[config.mk]
export PLATFORM = sky130hd
export DESIGN_NAME = rstmode_ctrl
export DESIGN_NICKNAME = d
export VERILOG_FILES = /design/src/rtl/rstmode_pkg.sv /design/src/rtl/rstmode_sync.sv /design/src/rtl/rstmode_trcnt.sv /design/src/rtl/rstmode_ctrl.sv
export SDC_FILE = /design/constraint.sdc
export NUM_CORES = 1
export LEC_CHECK = 0
export CAP_MARGIN = 25
export CORE_MARGIN = 4
export CORE_UTILIZATION = 45
export CTS_CLUSTER_SIZE = 8
export DETAILED_ROUTE_END_ITERATION = 10
export HOLD_SLACK_MARGIN = 0.12
export PLACE_DENSITY = 0.72
export SYNTH_ARGS = -nofsm -noshare
export SYNTH_HDL_FRONTEND = slang
export SYNTH_SLANG_ARGS = --single-unit
[constraint.sdc]
create_clock -name clk -period 1.35 [get_ports clk]
set_clock_uncertainty 0.1 [all_clocks]
set_input_delay 0.135 -clock clk [delete_from_list [all_inputs] [get_ports clk]]
set_output_delay 0.135 -clock clk [all_outputs]
set_load 0.01 [all_outputs]
[src/rtl/rstmode_pkg.sv]
package rstmode_pkg;
    typedef enum logic {
        SRC_PIN = 1'b0,
        SRC_WDT = 1'b1
    } rst_src_e;
endpackage

[src/rtl/rstmode_sync.sv]
// Multi-stage synchronizer bank with a programmable reset value per bit.
module rstmode_sync #(
    parameter int               WIDTH   = 2,
    parameter int               STAGES  = 2,
    parameter logic [WIDTH-1:0] RST_VAL = '1
) (
    input  logic             clk,
    input  logic             arst_n,
    input  logic [WIDTH-1:0] d,
    output logic [WIDTH-1:0] q
);
    logic [STAGES-1:0][WIDTH-1:0] pipe_d, pipe_q;

    always_comb begin
        pipe_d[0] = d;
        for (int i = 1; i < STAGES; i++) begin
            pipe_d[i] = pipe_q[i-1];
        end
    end

    always_ff @(posedge clk or negedge arst_n) begin
        if (!arst_n) begin
            pipe_q <= {STAGES{RST_VAL}};
        end else begin
            pipe_q <= pipe_d;
        end
    end

    assign q = pipe_q[STAGES-1];
endmodule

[src/rtl/rstmode_trcnt.sv]
// Saturating count of consecutive low tri-state request samples during pin reset.
module rstmode_trcnt #(
    parameter int LIMIT = 10,
    parameter int CW    = $clog2(LIMIT + 1)
) (
    input  logic          clk,
    input  logic          arst_n,
    input  logic          in_rst,
    input  logic          req_low,
    output logic [CW-1:0] cnt
);
    localparam logic [CW-1:0] LIM = CW'(LIMIT);

    logic [CW-1:0] cnt_d, cnt_q;

    always_comb begin
        cnt_d = cnt_q;
        if (!in_rst || !req_low) begin
            cnt_d = '0;
        end else if (cnt_q != LIM) begin
            cnt_d = cnt_q + 1'b1;
        end
    end

    always_ff @(posedge clk or negedge arst_n) begin
        if (!arst_n) begin
            cnt_q <= '0;
        end else begin
            cnt_q <= cnt_d;
        end
    end

    assign cnt = cnt_q;
endmodule

[src/rtl/rstmode_ctrl.sv]
// Reset sequencer: merges pin and watchdog resets, captures straps on pin release.
module rstmode_ctrl
    import rstmode_pkg::*;
#(
    parameter int BOOT_W      = 2,
    parameter int TRI_WINDOW  = 10,
    parameter int HOLD_CYCLES = 4,
    parameter int SYNC_STAGES = 2
) (
    input  logic              clk,
    input  logic              por_n,
    input  logic              ext_rst_n,
    input  logic              wdt_req,
    input  logic [BOOT_W-1:0] boot_sel,
    input  logic              tri_req_n,
    output logic              int_rst,
    output logic [BOOT_W-1:0] boot_mode,
    output logic              out_en,
    output logic              rst_src
);
    localparam int CW = $clog2(TRI_WINDOW + 1);
    localparam int HW = $clog2(HOLD_CYCLES + 1);
    localparam logic [CW-1:0] WIN  = CW'(TRI_WINDOW);
    localparam logic [HW-1:0] HOLD = HW'(HOLD_CYCLES);

    typedef struct packed {
        logic              ext_prev;
        logic              wdt_prev;
        logic              rst;
        logic [HW-1:0]     hold;
        logic              tri_mode;
        logic [BOOT_W-1:0] boot;
        rst_src_e          src;
    } state_t;

    localparam state_t ST_RESET = '{
        ext_prev: 1'b1, wdt_prev: 1'b0, rst: 1'b1, hold: HOLD,
        tri_mode: 1'b0, boot: '0, src: SRC_PIN
    };

    logic          ext_s, tri_s;
    logic [CW-1:0] low_cnt;
    logic          rel, active;
    state_t        st_d, st_q;

    rstmode_sync #(
        .WIDTH  (2),
        .STAGES (SYNC_STAGES),
        .RST_VAL(2'b11)
    ) u_sync (
        .clk   (clk),
        .arst_n(por_n),
        .d     ({ext_rst_n, tri_req_n}),
        .q     ({ext_s, tri_s})
    );

    rstmode_trcnt #(
        .LIMIT(TRI_WINDOW),
        .CW   (CW)
    ) u_trcnt (
        .clk    (clk),
        .arst_n (por_n),
        .in_rst (~ext_s),
        .req_low(~tri_s),
        .cnt    (low_cnt)
    );

    always_comb begin
        st_d          = st_q;
        rel           = ext_s & ~st_q.ext_prev;
        active        = ~ext_s | wdt_req;
        st_d.ext_prev = ext_s;
        st_d.wdt_prev = wdt_req;

        // reset stretch
        if (active) begin
            st_d.hold = HOLD;
            st_d.rst  = 1'b1;
        end else if (st_q.hold != '0) begin
            st_d.hold = st_q.hold - 1'b1;
            st_d.rst  = 1'b1;
        end else begin
            st_d.rst  = 1'b0;
        end

        // source flag: pin dominates, watchdog only on its own rising edge
        if (!ext_s) begin
            st_d.src = SRC_PIN;
        end else if (wdt_req && !st_q.wdt_prev) begin
            st_d.src = SRC_WDT;
        end

        // strap capture only on synchronized pin release
        if (rel) begin
            st_d.tri_mode = (low_cnt == WIN);
            st_d.boot     = boot_sel;
        end
    end

    always_ff @(posedge clk or negedge por_n) begin
        if (!por_n) begin
            st_q <= ST_RESET;
        end else begin
            st_q <= st_d;
        end
    end

    assign int_rst   = st_q.rst;
    assign boot_mode = st_q.boot;
    assign out_en    = ~st_q.tri_mode;
    assign rst_src   = st_q.src;
endmodule

==> results of run 1 <==
## state kept, by name (all words and copies together), names as in the netlist
register and cells:
boot_mode 2, u_sync.q 2, st_q 6, u_trcnt.cnt 4, int_rst 1, rst_src 1
u_sync.pipe_d 2
## what timing repair did
item,4_1_cts,5_1_grt
setup buffers,0,1
setup endpoints to repair,5,4
hold buffers,1,0
cloned,0,0
endpoints found under the hold margin,11,0
resized for setup,5,3
pin swaps,0,0
## layout by cell type, fill, tap and decap left out
cell / Yosys / routed
ha_1: 4 / 4
nor3_1: 4 / 4
nor2b_1: 1 / 1
dfrtp_1: 11 / 11
nand3b_1: 1 / 1
clkbuf_2: 0 / 1
a211oi_2: 0 / 1
mux2_1: 2 / 2
nor2b_4: 1 / 1
o31ai_1: 1 / 1
or2_2: 1 / 1
nand3_1: 1 / 1
nor2_1: 2 / 2
o21a_1: 1 / 1
buf_4: 2 / 4
dlygate4sd3_1: 0 / 1
clkbuf_8: 0 / 1
a21oi_1: 2 / 2
mux2i_1: 3 / 3
nand2b_1: 2 / 2
clkbuf_4: 0 / 3
xnor2_1: 2 / 2
clkdlybuf4s50_1: 0 / 6
inv_1: 6 / 6
dfstp_2: 7 / 7
dlygate4sd2_1: 0 / 4
xor2_1: 1 / 1
## cells by family after synthesis
kind of cell	Yosys count	synth area share, %
flops	18	62.3
simple gates	13	10.7
buf+inv	8	5.09
compound gates	5	4.42
mux	5	7.13
fa+ha+maj	4	6.79
xor+xnor	3	3.57
## cell type report
type                       count  area (um^2)  area share (%)
sequential                    18          459            49.7
multi-input combinational     30          245            26.6
timing repair buffer          16          140            15.2
clock buffer                   4         36.3            3.93
inverter                       6         22.5            2.44
tap                           16         20.0            2.17
## worst reg2reg max path: cells and delay by family (launching register included)
family           cells  cell delay, ns
DFF                  1            0.57
muxes                1            0.34
and+or+nand+nor      1            0.19
## stage by stage
step	cell area, um^2	std cells	setup WS [ns]	utilization (%)	power [uW]
2_1_floorplan	737	56	0.0699	-	669
5_1_grt	923	90	-0.0548	60.6	1100
6_report	923	90	0.0406	60.6	1030
3_5_place_dp	875	84	0.0260	57.4	728
3_3_place_gp	875	84	0.0775	57.4	722
4_1_cts	915	89	0.0156	60.0	1050
## power breakdown
group | switching, uW | total [uW] | leakage, uW | internal [uW]
Sequential | 17.6 | 595 | 0.000217 | 578
Clock | 157 | 321 | 0.0000210 | 164
Combinational | 54.0 | 118 | 0.000188 | 64.0
Total | 229 | 1030 | 0.000426 | 806
## metal layers
layer / global-route usage [%] / vias up
li1: - / 218
met1: 10.5 / 208
met2: 16.5 / 9
met3: 5.52 / 4
met4: 4.04 / 0
met5: 0 / -
## worst paths after layout
kind | from | endpoint | slack, ns
min reg2reg | u_sync.pipe_d[2] | u_sync.q[0] | 0.25
max | u_sync.q[1] | boot_mode[1] | 0.04
min | tri_req_n | u_sync.pipe_d[2] | 0.15
max reg2reg | u_sync.q[1] | boot_mode[1] | 0.04
min in group asynchronous | por_n | boot_mode[0] | 0.59
max in group asynchronous | por_n | st_q[9] | 0.30
==> summary.md, run 1 <==
| Metric | Value |
|---|---|
| Status | `finished clean` |
| Mapped Nets | `67` |
| # port buffers | `11` |
| First DRT Iteration DRCs | `3` |
| Cells along the critical path | `nor2b_4 -> mux2_1` |
| Synth Flop Type | `dfrtp_1` |
| Startpoint types | `flip-flop` |
| Final net count | `86` |
| Synthesized area | `~740 um^2` |
| Slew Limit Fails | `0` |
| Avg Cell Area, Syn | `13.2 um^2` |
| PwrDens | `1120 mW/mm^2` |
| CTS tree | `built` |
| Clock latency at the later pin of the worst-skew pair | `around 0.29 ns` |
| Max Cap Viol | `0` |
| Cts bufs inserted | `3` |
| DRT Wirelength | `1.07 mm` |
| Normalized max-slew margin | `85.8%` |
| WL/cell | `between 10 and 15 um` |
| I/O pin total | `12` |
| Post-synthesis async set-or-reset flop share | `100%` |
| Slowest cell on crit path | `dfstp_2` |
| Final worst path period need | `~1.3 ns` |
| Post-synth EDFFs | `0` |
| CTS HTree Levels | `1` |
| Crit-path max cell delay | `about 0.57 ns` |
| Crit path required time | `around 1.4 ns` |
| DR pass1 iterations | `3` |
| Fmax achieved | `0.764 GHz` |
| Chip width | `48.5 um` |
| Congestion Overflow GR | `0` |
| Initial antenna violation count | `0` |
| Hold slack | `0.150 ns` |
| Uppermost layer routed | `met4` |
| Buf+Inv Stages, Crit Path | `0` |
| Initial Util | `48.4%` |
| Via count | `439` |
| Post-Route Setup TNS | `0 ns` |
| Length of routed met2 wiring | `537 um` |
| Yosys warns | `0` |
| RSZ-0062 raised after global routing | `true` |
| Ant diodes | `0` |
| Setup crit end kind | `flip-flop` |
| Antenna-violating nets left | `0` |
| Layout area overhead | `25.3%` |
| Synth Instances | `between 50 and 60` |
| Setup CP Type | `reg2reg` |
| Clock sinks | `18` |
| Synth area leaders | `dfrtp_1, dfstp_2, ha_1` |
| Row cnt | `14` |
| Worst R2R Path Depth | `2` |
| Crit path max fanout | `5` |
| Lkg Pwr | `approximately 0.00043 uW` |
| Vias per cell | `~5` |
| Hold WC Path Type | `in2reg` |
| Final period util | `a little over nine tenths` |
| Residual DRC count | `0` |
| Fill count | `roughly 130` |
| Top cell type's share of synthesized area | `a little under two fifths` |
| Metal3 WL | `slightly above 60 um` |
| Hold path cells | `1` |
| Synth area leader | `dfrtp_1` |
| Die footprint | `~0.0023 mm^2` |
| RePlAce Congestion | `around 0.74` |
| Vias in the first global route | `425` |
| Clock Tree Root | `clkbuf_4` |
| Cell variety after synth | `21` |
| Proportion of layout cells with a drive suffix above 1 | `between 20% and 30%` |
| Register area share after synthesis | `62.3%` |
| Dpl hpwl | `around 810 um` |
| Critical path arrival | `approximately 1.4 ns` |
| GRT Resource Usage Total | `10.0%` |
| Die Y | `48.5 um` |
| Final Setup Violations | `0` |
| First-pass GRT wire length | `1.80 mm` |
| Metal-1 WL | `around 440 um` |
| Synth cell count leaders | `dfrtp_1, dfstp_2, inv_1` |
| Core ar. | `approximately 0.0015 mm^2` |
| Largest net degree at the start of global routing | `19` |
| Clock Pin Slew Worst Setup and Hold Paths | `approximately 0.1 ns` |
| Worst IR Drop VDD | `roughly 950 uV` |
| Hold Fails Final Rpt | `0` |
| Clock Tree Buf Depth | `2` |
| CP delay by family, top | `flip-flops` |
| Worst slew pin tran | `about 0.21 ns` |
| Seq cells post-synth | `18` |
| WP depth | `2` |
| Count leader, synth | `dfrtp_1` |
(Power assumes the default switching activity.)
==> inputs of run 2 (changes only) <==
--- a/config.mk
+++ b/config.mk
@@ -10,6 +10,7 @@
 export CORE_UTILIZATION = 45
 export CTS_CLUSTER_SIZE = 8
 export DETAILED_ROUTE_END_ITERATION = 10
+export GPL_TIMING_DRIVEN = 0
 export HOLD_SLACK_MARGIN = 0.12
 export PLACE_DENSITY = 0.72
 export SYNTH_ARGS = -nofsm -noshare
==> run 2 against run 1 <==
Against the previous run:
- design area decreased by 0.27%
- largest power group unchanged
- combinational power increased by 6%
- sequential share of layout area increased by 0.14 points
- total power increased by 0.70%
- non-clock buffer count unchanged
- wire length decreased by 5.1%
- hold slack got worse by 0.0084 ns
- critical path type is now reg2out
==> summary.md, run 2 (same netlist as run 1, synthesis figures left out) <==
| Metric | Value |
|---|---|
| Status | `finished clean` |
| Startpoint types | `flip-flop` |
| Post-Route Setup TNS | `0 ns` |
| Most frequent cells in the layout | `dfrtp_1, dfstp_2, inv_1, clkdlybuf4s50_1, buf_4` |
| # port buffers | `11` |
| Cells along the critical path | `dlygate4sd2_1` |
| Clock Tree Root | `clkbuf_4` |
| Dpl cell area | `around 870 um^2` |
| Core ar. | `between 0.0015 and 0.002 mm^2` |
| First DRT Iteration DRCs | `2` |
| Fill count | `124` |
| Final worst path period need | `~1.3 ns` |
| Ant diodes | `0` |
| PwrDens | `1130 mW/mm^2` |
| FF-to-FF setup slack | `~0.08 ns` |
| Length of routed met2 wiring | `approximately 480 um` |
| Clock network fraction of total power | `between 30 and 40%` |
| Reg area | `around 460 um^2` |
| First-pass GRT wire length | `~1.8 mm` |
| Dpl hpwl | `roughly 750 um` |
| Congestion Overflow GR | `0` |
| CTS HTree Levels | `1` |
| DR pass1 iterations | `2` |
| Cts bufs inserted | `3` |
| Metal3 WL | `32 um` |
| Die Y | `between 40 and 50 um` |
| Worst IR Drop VDD | `725 uV` |
| Initial Util | `48.4%` |
| CP delay by family, top | `flip-flops` |
| Hold path cells | `1` |
| Largest net degree at the start of global routing | `19` |
| RSZ-0062 raised after global routing | `true` |
| Clock sinks | `18` |
| Clock Pin Slew Worst Setup and Hold Paths | `0.10 ns` |
| Chip width | `slightly below 50 um` |
| Max Cap Viol | `0` |
| Final cell count without fillers | `90` |
| Crit-path max cell delay | `~0.52 ns` |
| Setup CP Type | `reg2out` |
| Vias in the first global route | `454` |
| Placed cell count | `slightly above 80` |
| Sw Ratio | `a little over a fifth` |
| Clock Tree Buf Depth | `2` |
| Fmax achieved | `0.767 GHz` |
| Buf+Inv Stages, Crit Path | `1` |
| Commonest non-fill, non-tap cell in the layout | `dfrtp_1` |
| Layout area overhead | `25.0%` |
| Crit path required time | `between 1 and 1.5 ns` |
| Post-CTS Hold Fix Bufs | `0` |
| Final net count | `86` |
| P_sw | `229 uW` |
| Crit path max fanout | `1` |
| Metal-1 WL | `~470 um` |
| I/O pin total | `12` |
| Hold Startpoint | `tri_req_n` |
| Crit path from | `int_rst` |
| Residual DRC count | `0` |
| Uppermost layer routed | `met4` |
| Vias per cell | `between 4 and 5` |
| Antenna-violating nets left | `0` |
| Proportion of layout cells with a drive suffix above 1 | `between 20% and 30%` |
| DRT Wirelength | `1.01 mm` |
| Die footprint | `about 0.0023 mm^2` |
| Normalized max-slew margin | `between 40% and 50%` |
| Comb pwr share | `a little under an eighth` |
| Critical path arrival | `between 1 and 1.5 ns` |
| CTS tree | `built` |
| Slowest cell on crit path | `dfstp_2` |
| Multi-input gate area | `between 200 and 250 um^2` |
| Lkg Pwr | `around 0.00042 uW` |
| RePlAce Congestion | `approximately 0.66` |
| GRT Resource Usage Total | `approximately a tenth` |
| Via count | `431` |
| Worst R2R Path Depth | `2` |
| Setup crit end kind | `output port` |
| Largest Register | `st_q` |
| Final Setup Violations | `0` |
| Reg-to-Reg Start | `u_sync.q[1]` |
| Worst slew pin tran | `about 0.76 ns` |
| WP depth | `1` |
| Initial antenna violation count | `0` |
| Hold Fails Final Rpt | `0` |
| Sequential Power Share | `57.0%` |
| Final period util | `between 90% and 100%` |
| Slew Limit Fails | `0` |
| WL/cell | `roughly 11 um` |
| Final Cell Area | `921 um^2` |
| Hold WC Path Type | `in2reg` |
| Clock latency at the later pin of the worst-skew pair | `0.29 ns` |
| Row cnt | `14` |
| Internal | `between 800 and 900 uW` |
| Max reg flops | `6` |
## run 2: timing repair
item,in CTS,in global routing
resized for setup,5,1
buffers inserted,2,1
endpoints found under the setup margin,7,4
endpoints found under the hold margin,0,0
## run 2: power groups by stage
stage / registers, uW / clock network (uW) / logic, uW
after floorplan: 605 / 0 / 64.3
after global placement: 606 / 0 / 122
after detailed placement: 607 / 0 / 125
after CTS: 595 / 334 / 124
after global routing: 599 / 359 / 140
final: 594 / 323 / 125
## run 2: worst paths after layout
kind	to
setup reg to reg	boot_mode[0]
hold / removal	u_sync.pipe_d[2]
hold reg to reg	u_sync.q[1]
setup / recovery	int_rst
min in group asynchronous	u_trcnt.cnt[1]
max in group asynchronous	u_trcnt.cnt[0]
## run 2: through the flow
stage	total power (uW)	utilization [%]	setup slack (ns)	hold slack, ns
finish	1040	60.4	0.0459	0.141
global placement	727	56.9	-0.00551	0.245
global route	1100	60.4	-0.0239	0.130
detailed placement	732	56.9	-0.00376	0.247
CTS	1050	59.9	0.00940	0.136
floorplan	669	-	0.0699	-0.261
## run 2: cell type report
type | instances | area share (%)
repair buffers | 14 | 13.9
flip-flops and latches | 18 | 49.9
well taps | 16 | 2.17
clock buffers | 4 | 3.94
inverters | 6 | 2.45
plain buffers | 2 | 1.63
multi-input cells | 30 | 26.1
## run 2: per-layer routing
metal	track usage (%)	vias up
met5	0	-
met4	5.38	0
met3	1.84	3
met2	16.3	8
met1	10.8	202
li1	-	218
## run 2: worst reg2reg max path, stage by stage, from the launching register on
cell and delay [ns]:
dfstp_2 0.55, nor2b_4 0.18, mux2_1 0.33
==> inputs of run 3 (changes only) <==
--- a/config.mk
+++ b/config.mk
@@ -10,6 +10,7 @@
 export CORE_UTILIZATION = 45
 export CTS_CLUSTER_SIZE = 8
 export DETAILED_ROUTE_END_ITERATION = 10
+export GPL_ROUTABILITY_DRIVEN = 0
 export GPL_TIMING_DRIVEN = 0
 export HOLD_SLACK_MARGIN = 0.12
 export PLACE_DENSITY = 0.72
==> results of run 3 <==
No change in the layout: final DEF, timing and power equal those of run 2.
